===== src/rtl/dram_route_decoder_pkg.sv =====
package dram_route_decoder_pkg;
  localparam int NUM_REGIONS = 8;
  localparam int ADDR_W      = 40;
  localparam int NODE_W      = 3;
  localparam int GRAN_LSB    = 24;
  localparam int RANGE_W     = ADDR_W - GRAN_LSB;
  localparam int IL_LSB      = 12;
  localparam int IL_W        = 3;
  localparam int WORD_W      = 32;
  localparam int IDX_W       = $clog2(NUM_REGIONS);

  // Field positions inside configuration words
  localparam int F_RD_EN     = 0;
  localparam int F_WR_EN     = 1;
  localparam int F_IL_LSB    = 8;
  localparam int F_ADDR_LSB  = 16;
  localparam int F_NODE_LSB  = 0;

  typedef struct packed {
    logic [RANGE_W-1:0] base;
    logic [RANGE_W-1:0] limit;
    logic               rd_en;
    logic               wr_en;
    logic [IL_W-1:0]    il_code;
    logic [IL_W-1:0]    il_sel;
    logic [NODE_W-1:0]  node;
  } region_cfg_t;

  // Only contiguous low-bit masks are legal interleave codes
  function automatic logic il_code_legal(input logic [IL_W-1:0] code);
    logic [IL_W:0] plus1;
    plus1 = {1'b0, code} + 1'b1;
    return ((plus1 & {1'b0, code}) == '0);
  endfunction
endpackage


===== src/rtl/dram_route_regfile.sv =====
module dram_route_regfile
  import dram_route_decoder_pkg::*;
(
  input  logic                clk,
  input  logic                rst_n,
  input  logic                cfg_we,
  input  logic [IDX_W-1:0]    cfg_idx,
  input  logic                cfg_sel_limit,
  input  logic [WORD_W-1:0]   cfg_wdata,
  output region_cfg_t         cfg_eff [NUM_REGIONS]
);
  region_cfg_t cfg_q [NUM_REGIONS];

  logic unused_wdata_bits;
  assign unused_wdata_bits = ^{cfg_wdata[15:11], cfg_wdata[7:3]};

  genvar g;
  generate
    for (g = 0; g < NUM_REGIONS; g++) begin : g_reg
      logic hit_base, hit_limit;
      assign hit_base  = cfg_we && !cfg_sel_limit && (cfg_idx == IDX_W'(g));
      assign hit_limit = cfg_we &&  cfg_sel_limit && (cfg_idx == IDX_W'(g));

      region_cfg_t nxt;
      always_comb begin
        nxt = cfg_q[g];
        if (hit_base) begin
          nxt.base    = cfg_wdata[F_ADDR_LSB +: RANGE_W];
          nxt.rd_en   = cfg_wdata[F_RD_EN];
          nxt.wr_en   = cfg_wdata[F_WR_EN];
          nxt.il_code = cfg_wdata[F_IL_LSB +: IL_W];
        end
        if (hit_limit) begin
          nxt.limit  = cfg_wdata[F_ADDR_LSB +: RANGE_W];
          nxt.il_sel = cfg_wdata[F_IL_LSB +: IL_W];
          nxt.node   = cfg_wdata[F_NODE_LSB +: NODE_W];
        end
      end

      always_ff @(posedge clk) begin
        if (!rst_n) cfg_q[g] <= '0;
        else        cfg_q[g] <= nxt;
      end

      // Write bypass: a lookup in the write cycle sees the new word
      assign cfg_eff[g] = nxt;
    end
  endgenerate
endmodule


===== src/rtl/dram_route_region_match.sv =====
module dram_route_region_match
  import dram_route_decoder_pkg::*;
(
  input  region_cfg_t         cfg,
  input  logic [ADDR_W-1:0]   addr,
  input  logic                is_write,
  output logic                match
);
  logic [RANGE_W-1:0] upper;
  logic [IL_W-1:0]    slot;
  logic               in_range, op_ok, il_ok;

  logic unused_addr_bits;
  assign unused_addr_bits = ^{addr[IL_LSB-1:0], addr[GRAN_LSB-1:IL_LSB+IL_W]};

  assign upper    = addr[ADDR_W-1:GRAN_LSB];
  assign slot     = addr[IL_LSB +: IL_W];
  assign in_range = (upper >= cfg.base) && (upper <= cfg.limit);
  assign op_ok    = is_write ? cfg.wr_en : cfg.rd_en;
  assign il_ok    = il_code_legal(cfg.il_code) &&
                    ((slot & cfg.il_code) == (cfg.il_sel & cfg.il_code));
  assign match    = in_range && op_ok && il_ok;
endmodule


===== src/rtl/dram_route_prio.sv =====
module dram_route_prio
  import dram_route_decoder_pkg::*;
(
  input  logic [NUM_REGIONS-1:0]             match_vec,
  input  logic [NUM_REGIONS-1:0][NODE_W-1:0] node_vec,
  output logic                               any_hit,
  output logic [NODE_W-1:0]                  node
);
  always_comb begin
    any_hit = 1'b0;
    node    = '0;
    for (int i = NUM_REGIONS - 1; i >= 0; i--) begin
      if (match_vec[i]) begin
        any_hit = 1'b1;
        node    = node_vec[i];
      end
    end
  end
endmodule


===== src/rtl/dram_route_decoder.sv =====
module dram_route_decoder
  import dram_route_decoder_pkg::*;
(
  input  logic                clk,
  input  logic                rst_n,
  input  logic                cfg_we,
  input  logic [IDX_W-1:0]    cfg_idx,
  input  logic                cfg_sel_limit,
  input  logic [WORD_W-1:0]   cfg_wdata,
  input  logic                req_valid,
  output logic                req_ready,
  input  logic [ADDR_W-1:0]   req_addr,
  input  logic                req_write,
  output logic                rsp_valid,
  input  logic                rsp_ready,
  output logic                rsp_hit,
  output logic                rsp_miss,
  output logic [NODE_W-1:0]   rsp_node
);
  region_cfg_t                        cfg_eff [NUM_REGIONS];
  logic [NUM_REGIONS-1:0]             match_vec;
  logic [NUM_REGIONS-1:0][NODE_W-1:0] node_vec;
  logic                               dec_hit;
  logic [NODE_W-1:0]                  dec_node;

  dram_route_regfile u_regs (
    .clk           (clk),
    .rst_n         (rst_n),
    .cfg_we        (cfg_we),
    .cfg_idx       (cfg_idx),
    .cfg_sel_limit (cfg_sel_limit),
    .cfg_wdata     (cfg_wdata),
    .cfg_eff       (cfg_eff)
  );

  genvar g;
  generate
    for (g = 0; g < NUM_REGIONS; g++) begin : g_match
      dram_route_region_match u_match (
        .cfg      (cfg_eff[g]),
        .addr     (req_addr),
        .is_write (req_write),
        .match    (match_vec[g])
      );
      assign node_vec[g] = cfg_eff[g].node;
    end
  endgenerate

  dram_route_prio u_prio (
    .match_vec (match_vec),
    .node_vec  (node_vec),
    .any_hit   (dec_hit),
    .node      (dec_node)
  );

  assign req_ready = !rsp_valid || rsp_ready;

  always_ff @(posedge clk) begin
    if (!rst_n) begin
      rsp_valid <= 1'b0;
      rsp_hit   <= 1'b0;
      rsp_miss  <= 1'b0;
      rsp_node  <= '0;
    end else if (req_ready) begin
      rsp_valid <= req_valid;
      if (req_valid) begin
        rsp_hit  <= dec_hit;
        rsp_miss <= !dec_hit;
        rsp_node <= dec_hit ? dec_node : '0;
      end
    end
  end
endmodule


===== config.mk =====
export PLATFORM = sky130hd
export DESIGN_NAME = dram_route_decoder
export DESIGN_NICKNAME = d
export VERILOG_FILES = /design/src/rtl/dram_route_decoder_pkg.sv /design/src/rtl/dram_route_regfile.sv /design/src/rtl/dram_route_region_match.sv /design/src/rtl/dram_route_prio.sv /design/src/rtl/dram_route_decoder.sv
export SDC_FILE = /design/constraint.sdc
export NUM_CORES = 1
export LEC_CHECK = 0
export ABC_CLOCK_PERIOD_IN_PS = 5900
export CELL_PAD_IN_SITES_DETAIL_PLACEMENT = 2
export CELL_PAD_IN_SITES_GLOBAL_PLACEMENT = 2
export CORE_ASPECT_RATIO = 1.75
export CORE_MARGIN = 5
export CORE_UTILIZATION = 40
export DETAILED_ROUTE_END_ITERATION = 16
export PLACE_DENSITY = 0.84
export SLEW_MARGIN = 30
export SYNTH_ARGS = -nofsm -noshare
export SYNTH_HDL_FRONTEND = slang
export SYNTH_SLANG_ARGS = --single-unit

===== constraint.sdc =====
create_clock -name clk -period 5.9 [get_ports clk]
set_clock_uncertainty 0.2 [all_clocks]
set_input_delay 0.885 -clock clk [delete_from_list [all_inputs] [get_ports clk]]
set_output_delay 0.885 -clock clk [all_outputs]
set_load 0.02 [all_outputs]

==> results of run 1 <==
-- worst max path at each step --
stage,endpoint,cells past startpoint
global route,rsp_node[1],16
detailed placement,rsp_node[1],16
finish,rsp_node[1],16
global placement,rsp_node[1],16
CTS,rsp_node[1],16
floorplan,rsp_node[2],16
-- cells in the final DEF (no fill, tap or decap), types with 8 or more instances in the layout --
master           Yosys  routed
a21oi_1            106     106
dfxtp_1            350     350
nand3_1             40      40
nor2b_1            288     288
o21a_1              11      11
and2_1              38      38
a31oi_1             10      10
nand4_1             49      49
clkdlybuf4s50_1      0      56
clkbuf_16            0      39
nor2_1              45      45
a21o_1              22      22
buf_4                5     110
o31ai_1             13      13
a21boi_0            38      38
mux2_2              16      16
ha_1               256     256
nand2_1            130     130
a211oi_1            34      34
o21ai_0             75      75
nor3_1              21      21
mux2i_1            275     275
clkbuf_8             0       8
o211ai_1            11      11
inv_1               23      23
nand2b_1            10      10
and3_1               9       9
-- cell families after synthesis --
group                    count (synthesis)  synth area share
AND/OR/NAND/NOR                        680            0.1908
AO/OA/AOI/OAI                          405            0.1322
flip-flops                             350            0.3411
multiplexers                           296            0.1473
adder cells (fa/ha/maj)                256            0.1559
buffers and inverters                  147           0.03046
XOR/XNOR                                 5          0.002132
-- synth_stat cells (7+ instances only) --
master / number / area [um2]
nand4_1: 49 / 306.5
o21a_1: 11 / 82.58
nand2_1: 130 / 488.0
o21ai_0: 75 / 375.4
nor2_4: 7 / 78.83
ha_1: 256 / 3203
nor3_1: 21 / 105.1
nand3_1: 40 / 200.2
a21oi_1: 106 / 530.5
buf_1: 22 / 82.58
o31ai_1: 13 / 97.59
a21boi_0: 38 / 285.3
inv_1: 23 / 86.33
buf_2: 14 / 70.07
mux2_2: 16 / 180.2
a211oi_1: 34 / 255.2
nand2b_1: 10 / 62.56
a211o_1: 7 / 61.31
dfxtp_1: 350 / 7007
clkbuf_1: 76 / 285.3
o211ai_1: 11 / 82.58
a21o_1: 22 / 165.2
nor2b_1: 288 / 1802
a31oi_1: 10 / 62.56
mux2i_1: 275 / 2753
and2_1: 38 / 237.7
nor2_1: 45 / 168.9
and3_1: 9 / 56.30
-- flip-flops by register name, summed over array words and instances, names as in the netlist --
signal        count
rsp_hit           1
rsp_miss          1
rsp_node          3
rsp_valid         1
u_regs.cfg_q    344
-- critical path: cells and delay by family --
| kind | cells | cell delay, ps |
|---|---|---|
| AOI/OAI and AO/OA | 7 | 1800 |
| adders and majority gates | 1 | 300 |
| buffers and inverters | 3 | 1210 |
| muxes | 1 | 300 |
| and+or+nand+nor | 4 | 1400 |
-- cell type report --
class / count / area [um2] / share of cell area
Clock buffer: 52 / 1095 / 0.04638
Clock inverter: 11 / 158.9 / 0.006732
Inverter: 25 / 93.84 / 0.003976
Multi-Input combinational cell: 1642 / 12910 / 0.5469
Sequential cell: 350 / 7007 / 0.2968
Tap cell: 672 / 840.8 / 0.03562
Timing Repair Buffer: 172 / 1500 / 0.06356
-- per-stage QoR --
stage / instances / area [um2] / hold slack [ps] / TNS, ps
global placement: 2861 / 22350 / 251.5 / 0
finish: 2924 / 23600 / 270.5 / 0
global route: 2924 / 23600 / 295.4 / 0
detailed placement: 2861 / 22350 / 265.7 / -112.6
floorplan: 2139 / 20540 / 240.3 / 0
CTS: 2924 / 23600 / 274.4 / 0
-- per-layer routing --
metal  track usage  wire length (um)
met5             0                 0
met3       0.03977              2978
met1        0.3034             31590
met4        0.2505              8589
met2        0.5863             46760
-- power by group through the flow --
stage / clock, W / combinational [W] / sequential (W)
6_report: 0.00255 / 0.000870 / 0.00241
5_1_grt: 0.00264 / 0.000914 / 0.00241
4_1_cts: 0.00256 / 0.000857 / 0.00241
3_5_place_dp: 0 / 0.000803 / 0.00246
3_3_place_gp: 0 / 0.000733 / 0.00246
2_1_floorplan: 0 / 0.000437 / 0.00246
==> metrics, run 1 <==
status complete, no violations; FP Rows 110; final setup violation count 0; sw frac 0.2816; Fmax 176.2 MHz; post-cts gate resize count 0; detailed-route via count ~18000; Total GRT Usage 0.3120; count of hold-fix buffers inserted at cts 0; Placement Setup Slack -112.6 ps; Hold Crit Endpoint u_regs.cfg_q[1][53]; CP max stage cell or4b_1; GR Overflow Total 0; CP most frequent cell o31ai_1; Util after Layout 0.4610; worst slew pin tran a little over 1000 ps; critical hold path startpoint u_regs.cfg_q[1][53]; vias in the first global route between 20000 and 25000; unrepaired setup endpoints after global routing no; Final Worst Setup Slack 223.4 ps; 1st-pass router iterations 5; Syn Area/Cell ~9.6 um2; Fin. Hold Viols 0; Syn-to-layout area delta 14.91%; Clock power frac 0.437; First DRT Iteration DRCs between 800 and 900; largest net degree at the start of global routing 215; pwr dens about 250 nW/um2; die area around 56000 um2; wire length of the first global-routing pass 135.0 mm; Slew headroom 0.3283; antenna violations before repair 1; sequential share of power 0.413; core area 51200 um2; MaxCap Viol Count 0; vias per cell 6.164; WL/cell just over 30 um; Gate Count Post-Synth around 2100; type of the worst setup path in2reg; cell depth of the worst flop-to-flop path 12; synth unique cells 90; fill cell count ~5300; Startpoint Class input port; fin. max-slew vios 0; final worst path period share 0.9621; combinational share of power 0.149; Max VDD drop roughly 0.16 mV; Cell Chain, Critical Path clkdlybuf4s50_1 -> nand3b_4 -> nor2_4 -> buf_12 -> mux2i_1 -> ha_1 -> nor2b_1 -> o31ai_1 -> a221oi_1 -> o31ai_1 -> o41ai_1 -> or4b_1 -> buf_4 -> a311o_1 -> o221ai_1 -> o211ai_1; worst flop-to-flop path endpoint rsp_node[1]; Die X 181.3 um; crit path DAT 5900 ps; cell area after synthesis 20540 um2; #FFs+latches synth 350; Cell Int Power between 0.004 and 0.005 W; Tmin final 5677 ps; total setup buffers inserted after CTS 0; Crit. Startpoint cfg_sel_limit; Max stage delay on crit path between 800 and 900 ps; Net Sw Power 0.001640 W; TritonCTS clock tree yes; CTS sink count 350; root buffer cell clkbuf_16; Final Total Pwr 0.005824 W; share of layout cells above drive strength 1 0.09902; Starting Density 0.4012; Seq/Total Area, Yosys 0.3411; ant diodes 0; CTS max path bufs 3; Post-Route WL between 80 and 90 mm; leakage power total a little under 10 nW; R2R setup slack 1730 ps; Net Count, Synth between 2000 and 2500; synth warn 0; critical path required time 6130 ps; Layout Nets about 2600; Port Buffers between 50 and 60; Hold Crit Depth 2; io pins about 90; GPL Wtd Cong ~0.86; total CTS buffers 38; Detail Placement HPWL 59.90 mm; die height 309.8 um; Critical Path Fanout Max 17; Clock transition at path regs 60 ps; Hold Crit Class reg2reg; Antenna Violating Nets Remaining 0; crit end category flip-flop; Async SR Flop Fraction 0; Main synth FF type dfxtp_1; Worst-Skew Late Latency ~560 ps; EDFF count, synth 0; H-tree levels 2; residual DRC count 0; Reg-to-Reg Start u_regs.cfg_q[0][55]
(Power assumes the default switching activity.)
==> inputs of run 2 (changes only) <==
--- a/config.mk
+++ b/config.mk
@@ -16,4 +16,5 @@
 export SLEW_MARGIN = 30
 export SYNTH_ARGS = -nofsm -noshare
 export SYNTH_HDL_FRONTEND = slang
+export SYNTH_HIERARCHICAL = 1
 export SYNTH_SLANG_ARGS = --single-unit
==> run 2 against run 1 <==
Effect of this change:
- register-to-register slack worse by 220 ps
- final cell count rose by 19%
- maximum frequency shrank 3.6%
- core utilization is 0.15 points higher
- largest cell class unchanged
- critical path depth increased by 5
- sequential power barely moved
- global-route usage rose by 3.3 points
- first-iteration DRC count rose by 45%
- highest routed layer is now met5
- largest power group unchanged
==> metrics, run 2 <==
count of hold-fix buffers inserted at cts 0 (unchanged); CTS sink count 350 (unchanged); R2R setup slack 1510 ps (-220 ps); GR Overflow Total 0 (unchanged); MaxCap Viol Count 0 (unchanged); Main synth FF type dfxtp_1; worst flop-to-flop path endpoint rsp_miss; Antenna Violating Nets Remaining 0 (unchanged); H-tree levels 2 (unchanged); Starting Density 0.4032 (+0.002011); synth cell count leaders nand2_1 (451), mux2i_1 (356), dfxtp_1 (350); #FFs+latches synth 350 (unchanged); die height 333.2 um (+7.6%); Startpoint Class input port; core area 59200 um2 (+16%); final worst path period share 0.9978 (+0.03567); Bufs and invs on worst path 10 (+7); synth warn 6 (+6); largest cells by area after synthesis dfxtp_1 (29%), mux2_2 (16%), mux2i_1 (15%); Async SR Flop Fraction 0 (unchanged); fill cell count 6151 (+16%); CP most frequent cell buf_4; residual DRC count 0 (unchanged); vias in the first global route 25050 (+17%); commonest non-fill, non-tap cells in the layout nand2_1 (448), mux2i_1 (356), dfxtp_1 (350); status complete, no violations; Gate Count Post-Synth 2597 (+21%); biggest regs u_regs/cfg_q (344), rsp_node (3); Clock power frac 0.426 (-0.011); detailed-route via count 21640 (+20%); antenna violations before repair 12 (+11); Cell Int Power 0.004133 W (-1.2%); FP Rows 118 (+7.3%); Tmin final 5887 ps (+210.4 ps); largest net degree at the start of global routing 118 (-45%); most common cell after layout, fill and taps aside nand2_1; Max stage delay on crit path 480 ps (-330 ps); First DRT Iteration DRCs 1219 (+45%); Port Buffers 57 (unchanged); combinational share of power 0.168 (+0.019); leakage power total 11.76 nW (+22%); placed cell areas 26090 um2 (+17%); die area 64860 um2 (+15%); largest reg by FF count u_regs/cfg_q; Yosys top cell area share 0.2935 (-0.04759); crit path DAT 6140 ps (+240 ps); Net Count, Synth 2935 (+18%); Worst-Skew Late Latency 580 ps (+20 ps); Fmax 169.9 MHz (-3.6%); vias per cell 6.196 (+0.52%); critical path required time 6160 ps (+30 ps); Layout Nets 3015 (+17%); crit end category flip-flop; WL/cell 33.12 um (+7.7%); Max VDD drop 0.2114 mV (+35%); Net Sw Power 0.001809 W (+10%); Syn-to-layout area delta 14.70%; 1st-pass router iterations 5 (unchanged); total CTS buffers 38 (unchanged); Die X 194.7 um (+7.4%); crit path to rsp_miss; Largest register FFs 344 (unchanged); share of layout cells above drive strength 1 0.2135 (+0.1145); Cell Chain, Critical Path clkdlybuf4s50_1 -> buf_4 -> nor3b_1 -> buf_4 -> nand3_4 -> buf_4 -> mux2_2 -> inv_1 -> ha_1 -> a2111oi_4 -> o31ai_1 -> buf_4 -> a2111oi_1 -> buf_4 -> nor4_1 -> buf_4 -> buf_4 -> nor4_1 -> nand3_1 -> buf_4 -> a311oi_1; Synth area leader dfxtp_1; final setup violation count 0 (unchanged); type of the worst setup path in2reg; TritonCTS clock tree yes; Post-Route WL 115.7 mm (+29%); cell area after synthesis 23870 um2 (+16%); fin area 27380 um2 (+16%); CTS max path bufs 3 (unchanged); GPL Wtd Cong 0.9533 (+11%); Detail Placement HPWL 73.05 mm (+22%); root buffer cell clkbuf_16; EDFF count, synth 0 (unchanged); wire length of the first global-routing pass 169.6 mm (+26%); pwr dens 217.0 nW/um2 (-12%); Seq/Total Area, Yosys 0.2935 (-0.04759); Total GRT Usage 0.3450 (+0.03304); CP max stage cell a2111oi_4; CP Depth 21 (+5); CP top delay family buffers and inverters; Critical Path Fanout Max 11 (-6); synth unique cells 45 (-50%); Clock transition at path regs 60 ps (about the same); sequential share of power 0.406 (-0.007); sw frac 0.3044 (+0.02283); cell depth of the worst flop-to-flop path 15 (+3); Util after Layout 0.4625 (+0.001466); most frequent cell after synthesis nand2_1; worst slew pin tran 1013 ps (+5.615 ps); Slew headroom 0.3229 (-0.005379); Fin. Hold Viols 0 (unchanged); fin. max-slew vios 0 (unchanged); Syn Area/Cell 9.192 um2 (-4.3%); Hold Crit Class reg2reg; Crit. Startpoint cfg_idx[1]; io pins 89 (unchanged); Reg-to-Reg Start u_regs/cfg_q[1][70]
[run 2: cell count changes in the layout (fill, tap and decap cells not counted), moves of 27 or more]
cell | before | now
a211oi_1 | 34 | 0
nand2_1 | 130 | 448
mux2_2 | 16 | 340
nor2b_1 | 288 | 11
nor2_1 | 45 | 18
and2_1 | 38 | 0
inv_1 | 23 | 259
a21boi_0 | 38 | 0
mux2i_1 | 275 | 356
o21ai_0 | 75 | 5
[run 2: worst reg2reg max path, cell delays in order (launching register included)]
cell,delay [ps]
dfxtp_1,320
mux2_2,280
ha_1,290
nand2b_4,160
a2111oi_4,510
o31ai_1,150
buf_4,170
a2111oi_1,450
buf_4,230
nor4_1,60
buf_4,180
buf_4,160
nor4_1,450
nand3_1,170
buf_4,210
a311oi_1,300
[run 2: through the flow]
step	hold slack, ps	std cells	power [W]	setup TNS, ps	setup WS, ps
global route	279.8	3487	0.006094	-47.78	-47.78
global placement	239.3	3415	0.003278	0	51.39
detailed placement	252.7	3415	0.003362	-877.1	-207.8
CTS	263.1	3485	0.005942	0	183.6
floorplan	230.6	2597	0.002931	0	1316
finish	255.2	3493	0.005943	0	13.00
[run 2: cell families after synthesis]
| family | share of synthesized area |
|---|---|
| fa+ha+maj | 0.1342 |
| flops | 0.2935 |
| mux | 0.3115 |
| xor+xnor | 0.008805 |
| buf+inv | 0.06945 |
| simple gates | 0.1197 |
| compound gates | 0.06284 |
[run 2: cell type report]
type,instances,area (um2),area share
tap,780,975.9,0.03564
timing repair buffer,194,1842,0.06726
inverter,261,982.2,0.03587
clock buffer,57,1142,0.04172
clock inverter,13,111.4,0.004067
multi-input combinational,1832,15310,0.5590
antenna,6,15.01,0.0005483
sequential,350,7007,0.2559
[run 2: timing repair]
item / in CTS / in global routing
setup buffers: 0 / 1
setup endpoints to repair: 0 / 1
gates resized for setup: 0 / 0
[run 2: power groups by stage]
stage	Clock [W]	Combinational (W)	Sequential, W
after global placement	0	0.000818	0.00246
after global routing	0.00265	0.00103	0.00242
after detailed placement	0	0.000897	0.00246
final	0.00253	0.000995	0.00241
after floorplan	0	0.000472	0.00246
after CTS	0.00257	0.000962	0.00241
[run 2: per-layer routing]
layer  GRT usage  up-vias  wire length, um
met5           0        -               42
met4      0.3106        8            12530
met3     0.07737      544             6179
met2      0.6068      961            57610
met1      0.3337    10960            39310
li1            -     9171                -
[run 2: how the worst min path moves through the flow]
stage | start | endpoint | cells after the start
2_1_floorplan | u_regs/cfg_q[1][151] | u_regs/cfg_q[1][151] | 2
3_3_place_gp | u_regs/cfg_q[1][151] | u_regs/cfg_q[1][151] | 2
3_5_place_dp | u_regs/cfg_q[1][167] | u_regs/cfg_q[1][167] | 2
4_1_cts | u_regs/cfg_q[0][108] | u_regs/cfg_q[0][108] | 2
5_1_grt | u_regs/cfg_q[1][48] | u_regs/cfg_q[1][48] | 2
6_report | u_regs/cfg_q[0][108] | u_regs/cfg_q[0][108] | 2
